[src/rtl/syn_pkg.sv]
// Shared constants and helpers for the synthesizer divider core.
// Assumes the reference ratio is always a multiple of REF_UNIT.
package syn_pkg;

    localparam int REF_UNIT = 13;
    localparam int REF_W    = $clog2(REF_UNIT * 4 + 1);

    typedef enum logic [1:0] {
        REF_X1 = 2'b00,
        REF_X2 = 2'b01,
        REF_X3 = 2'b10,
        REF_X4 = 2'b11
    } ref_sel_e;

    // Map a select code to its reference ratio
    function automatic logic [REF_W-1:0] ref_ratio(input ref_sel_e s);
        case (s)
            REF_X1:  return REF_W'(REF_UNIT);
            REF_X2:  return REF_W'(REF_UNIT * 2);
            REF_X3:  return REF_W'(REF_UNIT * 3);
            default: return REF_W'(REF_UNIT * 4);
        endcase
    endfunction

endpackage

[src/rtl/syn_prescale.sv]
// Fixed divide-by-two on the oscillator event stream.
// Emits a one-cycle registered pulse on every second input strobe.
// Assumes evt is a one-cycle strobe per oscillator edge.
module syn_prescale (
    input  logic clk,
    input  logic rst_n,
    input  logic evt,
    output logic half_evt
);

    logic phase_q;

    // Toggle phase per strobe; fire on the second of each pair
    always_ff @(posedge clk) begin
        if (!rst_n) begin
            phase_q  <= 1'b0;
            half_evt <= 1'b0;
        end else begin
            half_evt <= evt & phase_q;
            if (evt) phase_q <= ~phase_q;
        end
    end

    a_r3_half_single : assert property (@(posedge clk) disable iff (!rst_n)
        half_evt |=> !half_evt);

endmodule

[src/rtl/syn_counter.sv]
// Programmable event divider. Counts input strobes and emits one
// registered pulse per RATIO strobes. The ratio is sampled from `load`
// only at terminal count, and values below MIN_LOAD are raised to it.
// Assumes MIN_LOAD >= 2 so output pulses never touch.
module syn_counter #(
    parameter int W        = 9,
    parameter int RST_LOAD = 13,
    parameter int MIN_LOAD = 2
) (
    input  logic         clk,
    input  logic         rst_n,
    input  logic         evt,
    input  logic [W-1:0] load,
    output logic         tc
);

    localparam logic [W-1:0] MIN_V = W'(MIN_LOAD);
    localparam logic [W-1:0] RST_V = W'(RST_LOAD);

    logic [W-1:0] cnt_q;
    logic [W-1:0] cur_q;
    logic [W-1:0] eff;
    logic         last;

    // Clamp the requested ratio to the floor
    always_comb begin
        eff  = (load < MIN_V) ? MIN_V : load;
        last = (cnt_q == cur_q - 1'b1);
    end

    // Count strobes, reload ratio and pulse at terminal count
    always_ff @(posedge clk) begin
        if (!rst_n) begin
            cnt_q <= '0;
            cur_q <= RST_V;
            tc    <= 1'b0;
        end else begin
            tc <= 1'b0;
            if (evt) begin
                if (last) begin
                    cnt_q <= '0;
                    cur_q <= eff;
                    tc    <= 1'b1;
                end else begin
                    cnt_q <= cnt_q + 1'b1;
                end
            end
        end
    end

    a_r11_tc_single : assert property (@(posedge clk) disable iff (!rst_n)
        tc |=> !tc);
    a_r5_ratio_floor : assert property (@(posedge clk) disable iff (!rst_n)
        cur_q >= MIN_V);
    a_r6_ratio_held : assert property (@(posedge clk) disable iff (!rst_n)
        !evt |=> $stable(cur_q));

endmodule

[src/rtl/syn_pfd.sv]
// Phase-frequency detector built from two request flops. A reference
// pulse sets the up flop and a feedback pulse sets the down flop. When
// both would be set, both clear. Low pll_on clears and holds both.
// Assumes single-cycle input pulses in the same clock domain.
module syn_pfd (
    input  logic clk,
    input  logic rst_n,
    input  logic pll_on,
    input  logic ref_p,
    input  logic fb_p,
    output logic up_q,
    output logic dn_q
);

    logic nxt_up;
    logic nxt_dn;
    logic both;

    // Candidate next state before the mutual clear
    always_comb begin
        nxt_up = up_q | ref_p;
        nxt_dn = dn_q | fb_p;
        both   = nxt_up & nxt_dn;
    end

    // Hold requests, clearing on coincidence or power-off
    always_ff @(posedge clk) begin
        if (!rst_n || !pll_on || both) begin
            up_q <= 1'b0;
            dn_q <= 1'b0;
        end else begin
            up_q <= nxt_up;
            dn_q <= nxt_dn;
        end
    end

    a_r10_exclusive : assert property (@(posedge clk) disable iff (!rst_n)
        !(up_q && dn_q));
    a_r9_off_quiet : assert property (@(posedge clk) disable iff (!rst_n)
        !pll_on |=> (!up_q && !dn_q));
    a_r7_up_cause : assert property (@(posedge clk) disable iff (!rst_n)
        $rose(up_q) |-> $past(ref_p));
    a_r8_dn_cause : assert property (@(posedge clk) disable iff (!rst_n)
        $rose(dn_q) |-> $past(fb_p));

endmodule

[src/rtl/syn_divctl.sv]
// Top of the synthesizer divider core. Holds the configuration
// register and chains the reference divider, the divide-by-two stage,
// the main divider and the phase-frequency detector.
// Assumes all event inputs are one-cycle strobes on clk.
module syn_divctl #(
    parameter int N_W     = 9,
    parameter int N_MIN   = 4,
    parameter int N_RESET = 32
) (
    input  logic           clk,
    input  logic           rst_n,
    input  logic           cfg_wr,
    input  logic [1:0]     cfg_ref_sel,
    input  logic [N_W-1:0] cfg_main_n,
    input  logic           pll_on,
    input  logic           ref_evt,
    input  logic           vco_evt,
    output logic           ref_tick,
    output logic           fb_tick,
    output logic           pump_up,
    output logic           pump_dn
);
    import syn_pkg::*;

    localparam int N_RST_EFF = (N_RESET < N_MIN) ? N_MIN : N_RESET;

    ref_sel_e         sel_q;
    logic [N_W-1:0]   n_q;
    logic [REF_W-1:0] ref_load;
    logic             half_evt;

    // Configuration register with documented defaults
    always_ff @(posedge clk) begin
        if (!rst_n) begin
            sel_q <= REF_X1;
            n_q   <= N_W'(N_RESET);
        end else if (cfg_wr) begin
            sel_q <= ref_sel_e'(cfg_ref_sel);
            n_q   <= cfg_main_n;
        end
    end

    // Translate the select field into a reference ratio
    always_comb ref_load = ref_ratio(sel_q);

    syn_counter #(
        .W(REF_W), .RST_LOAD(REF_UNIT), .MIN_LOAD(REF_UNIT)
    ) u_refdiv (
        .clk(clk), .rst_n(rst_n), .evt(ref_evt), .load(ref_load), .tc(ref_tick)
    );

    syn_prescale u_pre (
        .clk(clk), .rst_n(rst_n), .evt(vco_evt), .half_evt(half_evt)
    );

    syn_counter #(
        .W(N_W), .RST_LOAD(N_RST_EFF), .MIN_LOAD(N_MIN)
    ) u_maindiv (
        .clk(clk), .rst_n(rst_n), .evt(half_evt), .load(n_q), .tc(fb_tick)
    );

    syn_pfd u_pfd (
        .clk(clk), .rst_n(rst_n), .pll_on(pll_on),
        .ref_p(ref_tick), .fb_p(fb_tick), .up_q(pump_up), .dn_q(pump_dn)
    );

    a_r1_idle_after_reset : assert property (@(posedge clk)
        !rst_n |=> (!pump_up && !pump_dn && !ref_tick && !fb_tick));

endmodule

[config.mk]
export PLATFORM = sky130hd
export DESIGN_NAME = syn_divctl
export DESIGN_NICKNAME = d
export VERILOG_FILES = /design/src/rtl/syn_pkg.sv /design/src/rtl/syn_prescale.sv /design/src/rtl/syn_counter.sv /design/src/rtl/syn_pfd.sv /design/src/rtl/syn_divctl.sv
export SDC_FILE = /design/constraint.sdc
export NUM_CORES = 1
export LEC_CHECK = 0
export BUFFER_PORTS_ARGS = -buffer_cell sky130_fd_sc_hd__buf_2
export CAP_MARGIN = 10
export CORE_MARGIN = 2
export CORE_UTILIZATION = 53
export CTS_CLUSTER_DIAMETER = 60
export DETAILED_ROUTE_END_ITERATION = 16
export PLACE_DENSITY = 0.75
export SLEW_MARGIN = 30
export SYNTH_ARGS = -nofsm -noshare
export SYNTH_HDL_FRONTEND = slang
export SYNTH_SLANG_ARGS = --single-unit
[constraint.sdc]
create_clock -name clk -period 2.3 [get_ports clk]
set_input_delay 0.46 -clock clk [delete_from_list [all_inputs] [get_ports clk]]
set_output_delay 0.46 -clock clk [all_outputs]
set_load 0.01 [all_outputs]
==> results.ini <==
[final_layout]
nFillCells=353
seqCellArea_um2=942
areaGrowthSynthToFinish_pct=15.0
diodes=0
nets=303
final_cell_mix=dfxtp_1 (46), nor2_1 (24), buf_2 (20)
fin_util=0.649
post_route_cells_drive_above_1_share=0.187
finalNonFillerCells=328
fin_area_um2=2650
layout_commonest_cell=dfxtp_1
multiInputGateArea_um2=1290

[worst_setup_path]
worstSetupStartpointType=flop
arrival_ns=2.41
critPathCaptureType=flop
startpoint=u_refdiv.cur_q[0]
rr_worst_depth=5
cp.required_ns=2.51
worstSetupPathType=reg -> reg
regToRegStartpoint=u_refdiv.cur_q[0]
cp_max_fo=14

[timing]
post-route-min-period_ns=2.19
finalHoldWorstSlack_ns=0.375
fin_setup_tns_ns=0
post-route-period-util=0.953
fmax_ghz=0.456
setup_viol_count_final=0
final_hold_viol_count=0
finClkSkew_ns=0.00918
maxSlewHeadroom=0.751
setup_ws_ns=0.109
tightest_slew_ns=0.374
slew_violations=0

[detailed_routing]
drc_errors=0
wire_per_inst_um=12.5
first_pass_iters=4
ant_nets=0
viasPerCell=5.40
vias=1772
dr.first_iter.drc_count=73
drt-total-wl_um=4080

[grt]
grt_pass1_wl_um=7240
grt_pass1_vias=1664
grt_max_degree=20
grt_overflow=0
track_usage=0.181
antenna_found_initial=0

[clock_tree]
clockRootBuffer=clkbuf_8
post-cts-setup-buffers=0
cts_tree=yes
cts_sinks=47
clkSlewWorstSetupHoldPaths_ns=0.09
clk_path_buf_depth=2
cts_buffers=5
htreeDepth=2
clock_latency_ns=0.30

[synth]
postSynthAreaPerCell_um2=9.34
synth_cells=247
yosys_register_bits=47
synth_ff_type=dfxtp_1
syn_nets=273
async_reset_ff_frac=0
ys_seq_area_frac=0.408
synth-edff-count=0
ys_types=50
syn-cell-area_um2=2310
yosys_warnings=0

[place]
gp_congestion=0.841
pre_cts_ws_ns=0.0349
portBuffers=20
dp_hpwl_um=3080
post-place-cells=320
placedInstanceArea_um2=2510

[floorplanning]
fp.dieW_um=70.0
rows=23
pin_count=21
core_region_area_um2=4090
die_h_um=70.0
die-area_um2=4890
initial_core_util=0.564

[power_and_ir_drop]
irDropWorstVdd_uv=431
internal_power_mw=1.20
pwr-share-seq=0.548
power_frac_clock=0.393
p_leak_nw=1.14
p_comb_frac=0.059
power_mw=1.55
p_sw_uw=348
swShare=0.224
power.density_nw_per_um2=585

[job]
maxCapViolCount=0

[hold_path]
min_from=cfg_main_n[5]
min_path_cells=3
hp-class=in -> reg

[run_status]
status=completed

==> synthesized netlist by cell type (2+ instances only) <==
cell      number  share of area
nand2b_1       4          0.011
a22oi_1        2         0.0065
nor4_1         3         0.0081
nor2_1        24          0.039
nor3_1         4         0.0087
xnor2_1       18          0.068
a31o_2         3          0.011
o21ai_0        5          0.011
inv_1         13          0.021
nand2_1       16          0.026
dfxtp_1       47           0.41
a311oi_1       2         0.0076
nand4_1        6          0.016
a22o_1         6          0.023
nand3_1        6          0.013
mux2i_1       12          0.052
and2_1         8          0.022
a21oi_1        6          0.013
clkbuf_1       3         0.0049
xor2_1        10          0.038
ha_1           9          0.049
and3_1         6          0.016
buf_1          3         0.0049
o21ai_1        3         0.0065
o211ai_1       2         0.0065
nand3b_1       2         0.0065
==> sequential cells by signal, summed over array words and instances, names as in the netlist <==
signal / cells
u_maindiv.cnt_q: 9
u_refdiv.cnt_q: 6
u_refdiv.tc: 1
n_q: 9
sel_q: 2
u_pfd.dn_q: 1
u_pfd.up_q: 1
u_pre.half_evt: 1
u_maindiv.cur_q: 9
u_refdiv.cur_q: 6
u_maindiv.tc: 1
u_pre.phase_q: 1
==> power by group through the flow <==
stage / clock, mW / sequential, mW / combinational (mW)
after global routing: 0.660 / 0.853 / 0.106
after detailed placement: 0 / 0.869 / 0.0912
after CTS: 0.631 / 0.850 / 0.0921
after global placement: 0 / 0.868 / 0.0896
final: 0.610 / 0.850 / 0.0910
after floorplan: 0 / 0.863 / 0.0643
==> critical path, stage by stage, from the launching register on <==
cell and delay [ns]:
dfxtp_1 0.33, or4_4 0.53, or3_4 0.35, a2111oi_4 0.40
nand3_4 0.21, o311ai_1 0.30
==> routing by layer <==
layer,vias up,GRT usage,routed length [um],share of wire
li1,925,-,-,-
met1,811,0.243,2020,0.49
met2,29,0.280,1830,0.45
met3,7,0.0519,194,0.048
met4,0,0.0577,44,0.011
met5,-,0,0,0
==> cells by family (layout without fill, tap and decap cells) <==
family	after synthesis	count (layout)	synth area share
and+or+nand+nor	89	89	0.209
DFF	47	47	0.408
AOI/OAI and AO/OA	40	40	0.136
xor gates and xnor gates	28	28	0.106
buffers and inverters	22	53	0.0396
muxes	12	12	0.0521
adders and majority gates	9	9	0.0488
==> path summary, 6_finish.rpt <==
check                      endpoint  slack, ns
hold reg to reg          u_pfd.up_q       0.45
hold / removal               n_q[5]       0.37
setup reg to reg  u_refdiv.cur_q[3]       0.11
setup / recovery  u_refdiv.cur_q[3]       0.11
==> area by class of cell <==
| class | instances | share of cell area |
|---|---|---|
| multi-input cells | 178 | 0.488 |
| repair buffers | 31 | 0.0689 |
| clock buffers | 5 | 0.0260 |
| well taps | 50 | 0.0236 |
| flip-flops and latches | 47 | 0.355 |
| inverters | 14 | 0.0198 |
| clock inverters | 3 | 0.0179 |
==> timing repair <==
action                                  4_1_cts  5_1_grt
gates resized for setup                       0        4
endpoints found under the setup margin        0       16
endpoints found under the hold margin         0        0
hold buffers                                  0        0
No activity file was read; power rests on OpenSTA's default activity.
